===== src/rtl/pic_cmd_pkg.sv =====
// Shared types and bit positions for the command register interface.
// Assumes byte-wide control words; positions are fixed by the command format.
package pic_cmd_pkg;

    typedef enum logic [2:0] {
        CMD_NONE       = 3'd0,
        CMD_INIT       = 3'd1,
        CMD_EOI_NS     = 3'd2,
        CMD_EOI_NS_ROT = 3'd3,
        CMD_EOI_SP     = 3'd4,
        CMD_EOI_SP_ROT = 3'd5,
        CMD_SET_PRIO   = 3'd6,
        CMD_POLL_ACK   = 3'd7
    } core_cmd_e;

    typedef enum logic [1:0] {
        SEQ_IDLE = 2'd0,
        SEQ_BASE = 2'd1,
        SEQ_SKIP = 2'd2,
        SEQ_MODE = 2'd3
    } seq_e;

    // control-word bit positions
    localparam int B_INIT     = 4;
    localparam int B_OCW3     = 3;
    localparam int B_FOURTH   = 0;
    localparam int B_POLL     = 2;
    localparam int B_RSEL_EN  = 1;
    localparam int B_RSEL_VAL = 0;
    localparam int B_SMM_EN   = 6;
    localparam int B_SMM_VAL  = 5;
    localparam int B_NEST     = 4;
    localparam int B_AEOI     = 1;
    localparam int OP_MSB     = 7;
    localparam int OP_W       = 3;

    // operation codes in data[7:5]
    localparam logic [2:0] OP_ROT_CLR = 3'd0;
    localparam logic [2:0] OP_EOI     = 3'd1;
    localparam logic [2:0] OP_NOP     = 3'd2;
    localparam logic [2:0] OP_SEOI    = 3'd3;
    localparam logic [2:0] OP_ROT_SET = 3'd4;
    localparam logic [2:0] OP_REOI    = 3'd5;
    localparam logic [2:0] OP_PRIO    = 3'd6;
    localparam logic [2:0] OP_RSEOI   = 3'd7;

endpackage


===== src/rtl/pic_init_seq.sv =====
// Initialization sequencer and mask register.
// Owns the mask, vector base, nested and auto-EOI fields. Assumes the caller
// decodes init_hit (address 0, init bit) and data_wr (address 1 write).
module pic_init_seq
    import pic_cmd_pkg::*;
#(
    parameter int DATA_W   = 8,
    parameter int NUM_PINS = 8,
    parameter int LVL_W    = $clog2(NUM_PINS)
) (
    input  logic                clk,
    input  logic                rst_n,
    input  logic                init_hit,
    input  logic                data_wr,
    input  logic [DATA_W-1:0]   wdata,
    output logic [NUM_PINS-1:0] mask,
    output logic [DATA_W-1:0]   vec_base,
    output logic                nested,
    output logic                aeoi,
    output seq_e                state
);

    localparam logic [DATA_W-1:0] VEC_KEEP = {{(DATA_W-LVL_W){1'b1}}, {LVL_W{1'b0}}};

    logic fourth_due;

    // Step through the init words; in the idle state address-1 data is the mask.
    always_ff @(posedge clk) begin
        if (!rst_n) begin
            mask       <= '0;
            vec_base   <= '0;
            nested     <= 1'b0;
            aeoi       <= 1'b0;
            fourth_due <= 1'b0;
            state      <= SEQ_IDLE;
        end else if (init_hit) begin
            fourth_due <= wdata[B_FOURTH];
            mask       <= '0;
            if (!wdata[B_FOURTH]) begin
                nested <= 1'b0;
                aeoi   <= 1'b0;
            end
            state <= SEQ_BASE;
        end else if (data_wr) begin
            case (state)
                SEQ_IDLE: mask <= wdata[NUM_PINS-1:0];
                SEQ_BASE: begin
                    vec_base <= wdata & VEC_KEEP;
                    state    <= SEQ_SKIP;
                end
                SEQ_SKIP: state <= fourth_due ? SEQ_MODE : SEQ_IDLE;
                SEQ_MODE: begin
                    nested <= wdata[B_NEST];
                    aeoi   <= wdata[B_AEOI];
                    state  <= SEQ_IDLE;
                end
                default: state <= SEQ_IDLE;
            endcase
        end
    end

endmodule


===== src/rtl/pic_ocw_dec.sv =====
// Decoder for address-0 writes that are not init words.
// Sorts them into the read/mode command and the operation command, holds
// the mode flags and the poll request. Assumes init_hit and ctl_wr are
// mutually consistent (init_hit implies ctl_wr).
module pic_ocw_dec
    import pic_cmd_pkg::*;
#(
    parameter int DATA_W = 8,
    parameter int LVL_W  = 3
) (
    input  logic              clk,
    input  logic              rst_n,
    input  logic              ctl_wr,
    input  logic              init_hit,
    input  logic              poll_taken,
    input  logic [DATA_W-1:0] wdata,
    output logic              rot_aeoi,
    output logic              spec_mask,
    output logic              read_isr,
    output logic              poll_pend,
    output core_cmd_e         op_cmd,
    output logic [LVL_W-1:0]  op_lvl
);

    logic            ocw3_hit;
    logic            ocw2_hit;
    logic [OP_W-1:0] op;

    // Split control writes by the init and read/mode bits.
    always_comb begin
        ocw3_hit = ctl_wr && !wdata[B_INIT] && wdata[B_OCW3];
        ocw2_hit = ctl_wr && !wdata[B_INIT] && !wdata[B_OCW3];
        op       = wdata[OP_MSB -: OP_W];
    end

    // Map the operation field onto a core command strobe.
    always_comb begin
        op_cmd = CMD_NONE;
        op_lvl = '0;
        if (ocw2_hit) begin
            case (op)
                OP_EOI:  op_cmd = CMD_EOI_NS;
                OP_REOI: op_cmd = CMD_EOI_NS_ROT;
                OP_SEOI: begin
                    op_cmd = CMD_EOI_SP;
                    op_lvl = wdata[LVL_W-1:0];
                end
                OP_RSEOI: begin
                    op_cmd = CMD_EOI_SP_ROT;
                    op_lvl = wdata[LVL_W-1:0];
                end
                OP_PRIO: begin
                    op_cmd = CMD_SET_PRIO;
                    op_lvl = wdata[LVL_W-1:0];
                end
                default: op_cmd = CMD_NONE;
            endcase
        end
    end

    // Hold the mode flags and the one-shot poll request.
    always_ff @(posedge clk) begin
        if (!rst_n) begin
            rot_aeoi  <= 1'b0;
            spec_mask <= 1'b0;
            read_isr  <= 1'b0;
            poll_pend <= 1'b0;
        end else begin
            if (ocw2_hit && op == OP_ROT_SET)
                rot_aeoi <= 1'b1;
            else if (ocw2_hit && op == OP_ROT_CLR)
                rot_aeoi <= 1'b0;

            if (init_hit) begin
                spec_mask <= 1'b0;
                read_isr  <= 1'b0;
            end else if (ocw3_hit) begin
                if (wdata[B_RSEL_EN])
                    read_isr <= wdata[B_RSEL_VAL];
                if (wdata[B_SMM_EN])
                    spec_mask <= wdata[B_SMM_VAL];
            end

            if (ocw3_hit && wdata[B_POLL])
                poll_pend <= 1'b1;
            else if (poll_taken)
                poll_pend <= 1'b0;
        end
    end

endmodule


===== src/rtl/pic_rd_path.sv =====
// Read data path with the destructive poll read.
// rdata is registered on the read strobe. The poll acknowledge is
// combinational in the same cycle. Assumes NUM_PINS <= DATA_W.
module pic_rd_path #(
    parameter int DATA_W   = 8,
    parameter int NUM_PINS = 8,
    parameter int LVL_W    = $clog2(NUM_PINS)
) (
    input  logic                clk,
    input  logic                rst_n,
    input  logic                rd_en,
    input  logic                addr,
    input  logic                poll_pend,
    input  logic                read_isr,
    input  logic [NUM_PINS-1:0] irr_in,
    input  logic [NUM_PINS-1:0] isr_in,
    input  logic [NUM_PINS-1:0] mask,
    input  logic                poll_valid,
    input  logic [LVL_W-1:0]    poll_pin,
    output logic [DATA_W-1:0]   rdata,
    output logic                poll_taken,
    output logic                ack_valid,
    output logic [LVL_W-1:0]    ack_lvl
);

    logic [DATA_W-1:0] rd_next;

    // Poll consumption and the acknowledge to the core.
    always_comb begin
        poll_taken = rd_en && poll_pend;
        ack_valid  = poll_taken && poll_valid;
        ack_lvl    = poll_pin;
    end

    // Select the value the current read returns.
    always_comb begin
        rd_next = '0;
        if (poll_pend) begin
            if (poll_valid) rd_next[LVL_W-1:0] = poll_pin;
            else            rd_next[LVL_W-1:0] = '1;
        end else if (addr) begin
            rd_next[NUM_PINS-1:0] = mask;
        end else if (read_isr) begin
            rd_next[NUM_PINS-1:0] = isr_in;
        end else begin
            rd_next[NUM_PINS-1:0] = irr_in;
        end
    end

    // Register the read data on the strobe and hold it otherwise.
    always_ff @(posedge clk) begin
        if (!rst_n)     rdata <= '0;
        else if (rd_en) rdata <= rd_next;
    end

endmodule


===== src/rtl/pic_cmd_regif.sv =====
// Top of the command register interface for one eight-input controller.
// Decodes bus writes, instantiates the sequencer, decoder and read path,
// and merges their strobes into a single core command channel.
// Assumes wr_en and rd_en are never asserted in the same cycle.
module pic_cmd_regif
    import pic_cmd_pkg::*;
#(
    parameter int DATA_W   = 8,
    parameter int NUM_PINS = 8,
    parameter int LVL_W    = $clog2(NUM_PINS)
) (
    input  logic                clk,
    input  logic                rst_n,
    input  logic                wr_en,
    input  logic                rd_en,
    input  logic                addr,
    input  logic [DATA_W-1:0]   wdata,
    output logic [DATA_W-1:0]   rdata,
    input  logic [NUM_PINS-1:0] irr_in,
    input  logic [NUM_PINS-1:0] isr_in,
    input  logic                poll_valid,
    input  logic [LVL_W-1:0]    poll_pin,
    output logic [NUM_PINS-1:0] mask_o,
    output logic [DATA_W-1:0]   vec_base_o,
    output logic                nested_o,
    output logic                auto_eoi_o,
    output logic                rot_aeoi_o,
    output logic                spec_mask_o,
    output logic                read_isr_o,
    output logic [2:0]          core_cmd_o,
    output logic [LVL_W-1:0]    core_lvl_o
);

    logic             ctl_wr;
    logic             data_wr;
    logic             init_hit;
    logic             poll_pend;
    logic             poll_taken;
    logic             ack_valid;
    logic [LVL_W-1:0] ack_lvl;
    core_cmd_e        op_cmd;
    logic [LVL_W-1:0] op_lvl;
    seq_e             seq_state;

    // Address decode of the write strobe.
    always_comb begin
        ctl_wr   = wr_en && !addr;
        data_wr  = wr_en && addr;
        init_hit = ctl_wr && wdata[B_INIT];
    end

    pic_init_seq #(
        .DATA_W   (DATA_W),
        .NUM_PINS (NUM_PINS),
        .LVL_W    (LVL_W)
    ) seq_i (
        .clk      (clk),
        .rst_n    (rst_n),
        .init_hit (init_hit),
        .data_wr  (data_wr),
        .wdata    (wdata),
        .mask     (mask_o),
        .vec_base (vec_base_o),
        .nested   (nested_o),
        .aeoi     (auto_eoi_o),
        .state    (seq_state)
    );

    pic_ocw_dec #(
        .DATA_W (DATA_W),
        .LVL_W  (LVL_W)
    ) dec_i (
        .clk        (clk),
        .rst_n      (rst_n),
        .ctl_wr     (ctl_wr),
        .init_hit   (init_hit),
        .poll_taken (poll_taken),
        .wdata      (wdata),
        .rot_aeoi   (rot_aeoi_o),
        .spec_mask  (spec_mask_o),
        .read_isr   (read_isr_o),
        .poll_pend  (poll_pend),
        .op_cmd     (op_cmd),
        .op_lvl     (op_lvl)
    );

    pic_rd_path #(
        .DATA_W   (DATA_W),
        .NUM_PINS (NUM_PINS),
        .LVL_W    (LVL_W)
    ) rd_i (
        .clk        (clk),
        .rst_n      (rst_n),
        .rd_en      (rd_en),
        .addr       (addr),
        .poll_pend  (poll_pend),
        .read_isr   (read_isr_o),
        .irr_in     (irr_in),
        .isr_in     (isr_in),
        .mask       (mask_o),
        .poll_valid (poll_valid),
        .poll_pin   (poll_pin),
        .rdata      (rdata),
        .poll_taken (poll_taken),
        .ack_valid  (ack_valid),
        .ack_lvl    (ack_lvl)
    );

    // Merge the three strobe sources onto the core command channel.
    always_comb begin
        core_cmd_o = CMD_NONE;
        core_lvl_o = '0;
        if (init_hit) begin
            core_cmd_o = CMD_INIT;
        end else if (op_cmd != CMD_NONE) begin
            core_cmd_o = op_cmd;
            core_lvl_o = op_lvl;
        end else if (ack_valid) begin
            core_cmd_o = CMD_POLL_ACK;
            core_lvl_o = ack_lvl;
        end
    end

endmodule


===== config.mk =====
export PLATFORM = sky130hd
export DESIGN_NAME = pic_cmd_regif
export DESIGN_NICKNAME = d
export VERILOG_FILES = /design/src/rtl/pic_cmd_pkg.sv /design/src/rtl/pic_init_seq.sv /design/src/rtl/pic_ocw_dec.sv /design/src/rtl/pic_rd_path.sv /design/src/rtl/pic_cmd_regif.sv
export SDC_FILE = /design/constraint.sdc
export NUM_CORES = 1
export LEC_CHECK = 0
export ABC_AREA = 1
export BUFFER_PORTS_ARGS = -buffer_cell sky130_fd_sc_hd__buf_2
export CORE_ASPECT_RATIO = 1.4
export CORE_UTILIZATION = 40
export CTS_CLUSTER_SIZE = 10
export DETAILED_ROUTE_END_ITERATION = 8
export GPL_TIMING_DRIVEN = 0
export PLACE_DENSITY_LB_ADDON = 0.2
export SLEW_MARGIN = 20
export SYNTH_ARGS = -nofsm -noshare
export SYNTH_HDL_FRONTEND = slang
export SYNTH_SLANG_ARGS = --single-unit

===== constraint.sdc =====
create_clock -name clk -period 2.2 [get_ports clk]
set_clock_uncertainty 0.15 [all_clocks]
set_input_delay 0.33 -clock clk [delete_from_list [all_inputs] [get_ports clk]]
set_output_delay 0.33 -clock clk [all_outputs]
set_load 0.03 [all_outputs]

# == Yosys cells after proc, flatten, opt, wreduce, memory -nomap -nowiden ==
# Index checks and enable logic that the tools add are counted.
# word_totals
reg_bits,30
out_inout_bits,35
word_cells,86
# op_classes
n_eq_ne,10
mux,30
bitwise,2
n_reduce_logical,32
# ops
cell,n
2-to-1 mux 3 bit,11
2-to-1 mux 8 bit,2
case mux 3 bit (5 select lines),1
2-to-1 mux 1 bit,13
"== test 3 bit, second input constant",4
logical AND 1 bit,11
AND reduction 2 bit,5
nonzero test 2 bit,4
case mux 2 bit (3 select lines),1
AND reduction 3 bit,2
nonzero test 3 bit,2
2-to-1 mux 5 bit,1
"== test 2 bit, second input constant",2
nonzero test 4 bit,1
"== test 3 x 1 -> 1 bit, second input constant",1
"== test 3 x 2 -> 1 bit, second input constant",1
zero test 1 bit,3
zero test 3 bit,1
OR reduction 3 bit,1
"== test 2 x 1 -> 1 bit, second input constant",1
zero test 2 bit,1
2-to-1 mux 2 bit,1
"!= test 2 bit, second input constant",1
NOT 1 bit,2
OR reduction 2 bit,1

# == Longest topological paths before layout ==
# logic_depth
ltp_word,8
depth_mapped,8

# == Cells and area by module ==
# Synthesis repeated with hierarchy kept, for this count alone.
# unflattened
cells_unflattened,286
area_unflattened_um2,1762.9
# by_module_without_submodules
module,n_inst,cells_each,area_per_inst_um2,seq_area_each_um2
pic_init_seq,1,107,804.5,360.3
pic_rd_path,1,99,544.3,160.2
pic_ocw_dec,1,50,274.0,80.1
pic_cmd_regif,1,30,140.1,0.0

# == Worst setup path after synthesis ==
# OpenSTA, ideal clock, no wires.
# synth_path
kind,in2out
startpoint,in wdata[6]
endpoint,out core_cmd_o[1]
arrival_time_ns,1.331
required_ns,1.720
setup_slack_ns,0.389
cell_stages,7
cell_sequence,buf_2 -> nand2_1 -> nand2_1 -> nand3_2 -> nand2_1 -> nand2_1 -> nor2_1
# synth_via
elab_chain_cells,6
# synth_lines
element,line_no,source
"start, declared",pic_cmd_regif.sv:17,"input logic [DATA_W-1:0] wdata,"
== test 3 bit (tied with other cells),pic_ocw_dec.sv:41,case (op)
case mux 3 bit (5 select lines) *,pic_ocw_dec.sv:41,
2-to-1 mux 3 bit *,pic_ocw_dec.sv:40,if (ocw2_hit) begin
nonzero test 3 bit,pic_cmd_regif.sv:115,end else if (op_cmd != CMD_NONE) begin
2-to-1 mux 3 bit *,pic_cmd_regif.sv:115,
2-to-1 mux 3 bit *,pic_cmd_regif.sv:113,if (init_hit) begin
"end, declared",pic_cmd_regif.sv:30,"output logic [2:0] core_cmd_o,"
# Every way passes the cells marked *; elsewhere a longest branch is shown, timed or not.

# == Worst setup path in the final report ==
# layout_path
startpoint,reg dec_i.poll_pend
endpoint,out core_lvl_o[1]
# layout_via
elab_chain_cells,5
# layout_lines
element,line_no,source
"start, declared",pic_ocw_dec.sv:20,"output logic poll_pend,"
"start signal, assigned",pic_ocw_dec.sv:67,poll_pend <= 1'b0;
"start signal, assigned",pic_ocw_dec.sv:85,poll_pend <= 1'b1;
"start signal, assigned",pic_ocw_dec.sv:87,poll_pend <= 1'b0;
logical AND 1 bit,pic_rd_path.sv:30,poll_taken = rd_en && poll_pend;
logical AND 1 bit,pic_rd_path.sv:31,ack_valid = poll_taken && poll_valid;
2-to-1 mux 3 bit,pic_cmd_regif.sv:118,end else if (ack_valid) begin
2-to-1 mux 3 bit,pic_cmd_regif.sv:115,
2-to-1 mux 3 bit,pic_cmd_regif.sv:113,
"end, declared",pic_cmd_regif.sv:31,output logic [LVL_W-1:0] core_lvl_o
# No other way between the ends.

==> summary.txt <==
Status
  – Status: finished, final reports clean

Final layout
  – P&R area growth vs syn: 28.0%
  – Share of layout cells above drive strength 1: about a quarter
  – Multi-input logic area: ~880 sq um
  – Storage cell area: 601 sq um
  – Nets: between 300 and 400
  – Fillers: 413
  – Layout Cells excl Fill: approximately 370
  – Antenna Cells: 0

Floorplanning
  – Initial Util: between 40% and 50%
  – Die X: 56.3 um
  – DIE HEIGHT: 78.1 um
  – Core Area: approximately 4000 sq um
  – Die ar.: ~4400 sq um
  – I/O pins: roughly 70
  – Cell Rows: 27

Global route
  – Vias in the first global route: between 1500 and 2000
  – Gr ovfl total: 0
  – Total GRT Usage: between 10% and 20%
  – First-pass GRT wire length: 6580 um
  – Largest net degree at the start of global routing: 11
  – Antenna violations before repair: 0

Route
  – Initial drt markers: 60
  – Via/cell ratio: 4.78
  – # DRC: 0
  – Routed len/inst: between 10 and 15 um
  – TritonRoute pass-1 iters: 4
  – Antenna-violating nets left: 0
  – DR vias: ~1800
  – Total wire length: around 4100 um

STA
  – RSZ-0062 raised after global routing: no
  – TNS Setup: 0 ns
  – Final WS setup: about 0.25 ns
  – Final worst path period share: between 80% and 90%
  – F_max: 513 MHz
  – Slew margin rel.: between 60% and 70%
  – Setup violators final: 0
  – Max Slew Vio Count: 0
  – Fin. Hold Viols: 0
  – Min Clock Period, post-route: between 1.5 and 2 ns
  – Worst-Margin Slew: roughly 0.5 ns

CTS
  – Clock Sinks: 30
  – Postcts setup bufs: 0
  – CTS Buf Count: 5
  – H-tree depth: 2
  – Clock slew at reported path FFs: about 0.07 ns
  – Clk_lat worst skew: around 0.29 ns
  – CTS max path bufs: 2
  – CTS tree: built
  – Clk root buf: clkbuf_8
  – Hold-fix buffers, CTS: 0
  – CTS resizes: 0

Critical path
  – CP Capture Type: output port
  – Delay-heaviest family, CP: simple AND/OR/NAND/NOR gates
  – Worst R2R Path Depth: 6
  – Worst Path Arrival: about 1.5 ns
  – Critical path buffers and inverters: 1
  – CP peak stage delay: 0.34 ns
  – Critical path's slowest cell: dfxtp_1
  – Worst reg-to-reg setup slack: around 0.75 ns
  – Req. time, crit path: between 1.5 and 2 ns
  – Crit. path cell count: 7
  – Critical R2R Launch: seq_i.state[0]
  – Startpoint type of the worst setup path: flop
  – Most used cell, CP: nand2_1
  – Crit-path max FO: 5
  – Crit path from: dec_i.poll_pend
  – Worst path cell trace: nand2_1, nor2_1, nand2_1, nand2_1, nand2_1, nor2_1, buf_2
  – Critical Path Sink: core_lvl_o[1]
  – Setup Crit Path Kind: reg2out
  – R2R Path End: seq_i.state[0]

Worst hold path
  – WHS Path Cells: 3
  – Min-delay worst type: in2reg
  – Min-delay src: rst_n

Yosys
  – Top cells by area, synth: dfxtp_1 (36%), nand2_1 (17%), a21oi_1 (11%), nand3_1 (8.8%), inv_1 (5.7%)
  – Synthesized area: roughly 1700 sq um
  – Sequential share of the synthesized area: about 36%
  – Area leader, netlist: dfxtp_1
  – Syn Inst Count: ~260
  – Mean Syn Cell Area: 6.41 sq um
  – Yosys warns: 0
  – Synthesized flop and latch total: 30
  – Share of the synthesized area in the top cell type: a little over a third
  – Yosys cell types: 21

Flow run
  – Max Cap Viol: 0

Placement
  – Final HPWL DP: around 3200 um
  – PortBufs: 62
  – Worst slack, placed: ~0.28 ns
  – RD Place Congestion: 0.786
  – Placed cells: 365

Power
  – P per Cell Area: 616 nW/um^2
  – LEAKAGE: between 1 and 1.5 nW
  – Peak VDD IR: 0.000411 V
==> layout make-up <==
cell class | instances | area share (%)
clock buffers | 7 | 4.08
multi-input cells | 191 | 41.8
well taps | 43 | 2.54
clock inverters | 1 | 0.237
plain buffers | 11 | 3.31
flip-flops and latches | 30 | 28.4
inverters | 28 | 4.97
repair buffers | 62 | 14.7
==> synth_stat cells (all sizes together) <==
library cell  instances
a21oi                36
buf                  10
clkbuf                1
clkinv                2
conb                  1
dfxtp                30
ha                    5
inv                  26
nand2                78
nand3                31
nand4                 1
nor2                 25
nor3                  1
o21a                  1
o21ai                10
==> power by group <==
part,leakage (nW),switching [mW],total [mW],internal (mW)
logic,0.811,0.177,0.264,0.0866
registers,0.245,0.0123,0.582,0.570
clock network,0.0482,0.205,0.457,0.252
==> sequential cells by signal, indices dropped and copies added (netlist names), 2 cells and up <==
register,count
rd_i.rdata,8
seq_i.mask,8
seq_i.vec_base,5
seq_i.state,2
==> stage by stage <==
step | util, % | total power [mW] | hold slack (ns) | instance area, sq um
final | 53.5 | 1.30 | 0.171 | 2120
after global placement | 51.2 | 0.857 | 0.298 | 2020
after global routing | 53.5 | 1.37 | 0.185 | 2120
after detailed placement | 51.2 | 0.858 | 0.302 | 2020
after CTS | 53.5 | 1.32 | 0.172 | 2120
after floorplan | - | 0.768 | 0.291 | 1660
==> worst min path at each step <==
stage / endpoint / slack (ns)
finish: seq_i.nested / 0.17
detailed placement: seq_i.vec_base[3] / 0.30
floorplan: seq_i.fourth_due / 0.29
CTS: dec_i.poll_pend / 0.17
global placement: seq_i.vec_base[7] / 0.30
global route: seq_i.nested / 0.18
==> metal layers <==
| layer | wire, um | vias to the layer above | share of wire, % | GRT usage, % |
|---|---|---|---|---|
| li1 | - | 964 | - | - |
| met1 | 1730 | 759 | 42 | 19.8 |
| met2 | 2070 | 56 | 51 | 36.1 |
| met3 | 227 | 5 | 5.6 | 4.45 |
| met4 | 60 | 0 | 1.5 | 7.32 |
| met5 | 0 | - | 0 | 0 |
==> kinds of logic (layout without fill, tap and decap cells) <==
| logic type | after synthesis | after routing | share of synthesized area, % |
|---|---|---|---|
| compound gates | 47 | 47 | 14.4 |
| fa+ha+maj | 5 | 5 | 3.79 |
| buf+inv | 39 | 109 | 10.6 |
| flops | 30 | 30 | 36.3 |
| other cells | 1 | 3 | 0.227 |
| simple gates | 136 | 136 | 34.7 |
==> cell usage in the layout, fill, tap and decap left out, drive strengths merged <==
cell / Yosys / layout
ha: 5 / 5
nand4: 1 / 1
nand3: 31 / 31
nor2: 25 / 25
nand2: 78 / 78
a21oi: 36 / 36
o21ai: 10 / 10
o21a: 1 / 1
clkinv: 2 / 3
clkbuf: 1 / 8
dfxtp: 30 / 30
buf: 10 / 72
conb: 1 / 3
inv: 26 / 26
nor3: 1 / 1
==> tightest hold or removal path: stages <==
cell     delay (ns)
buf_2          0.14
nand2_1        0.07
nor2_1         0.03
No activity file was read; power rests on OpenSTA's default activity.
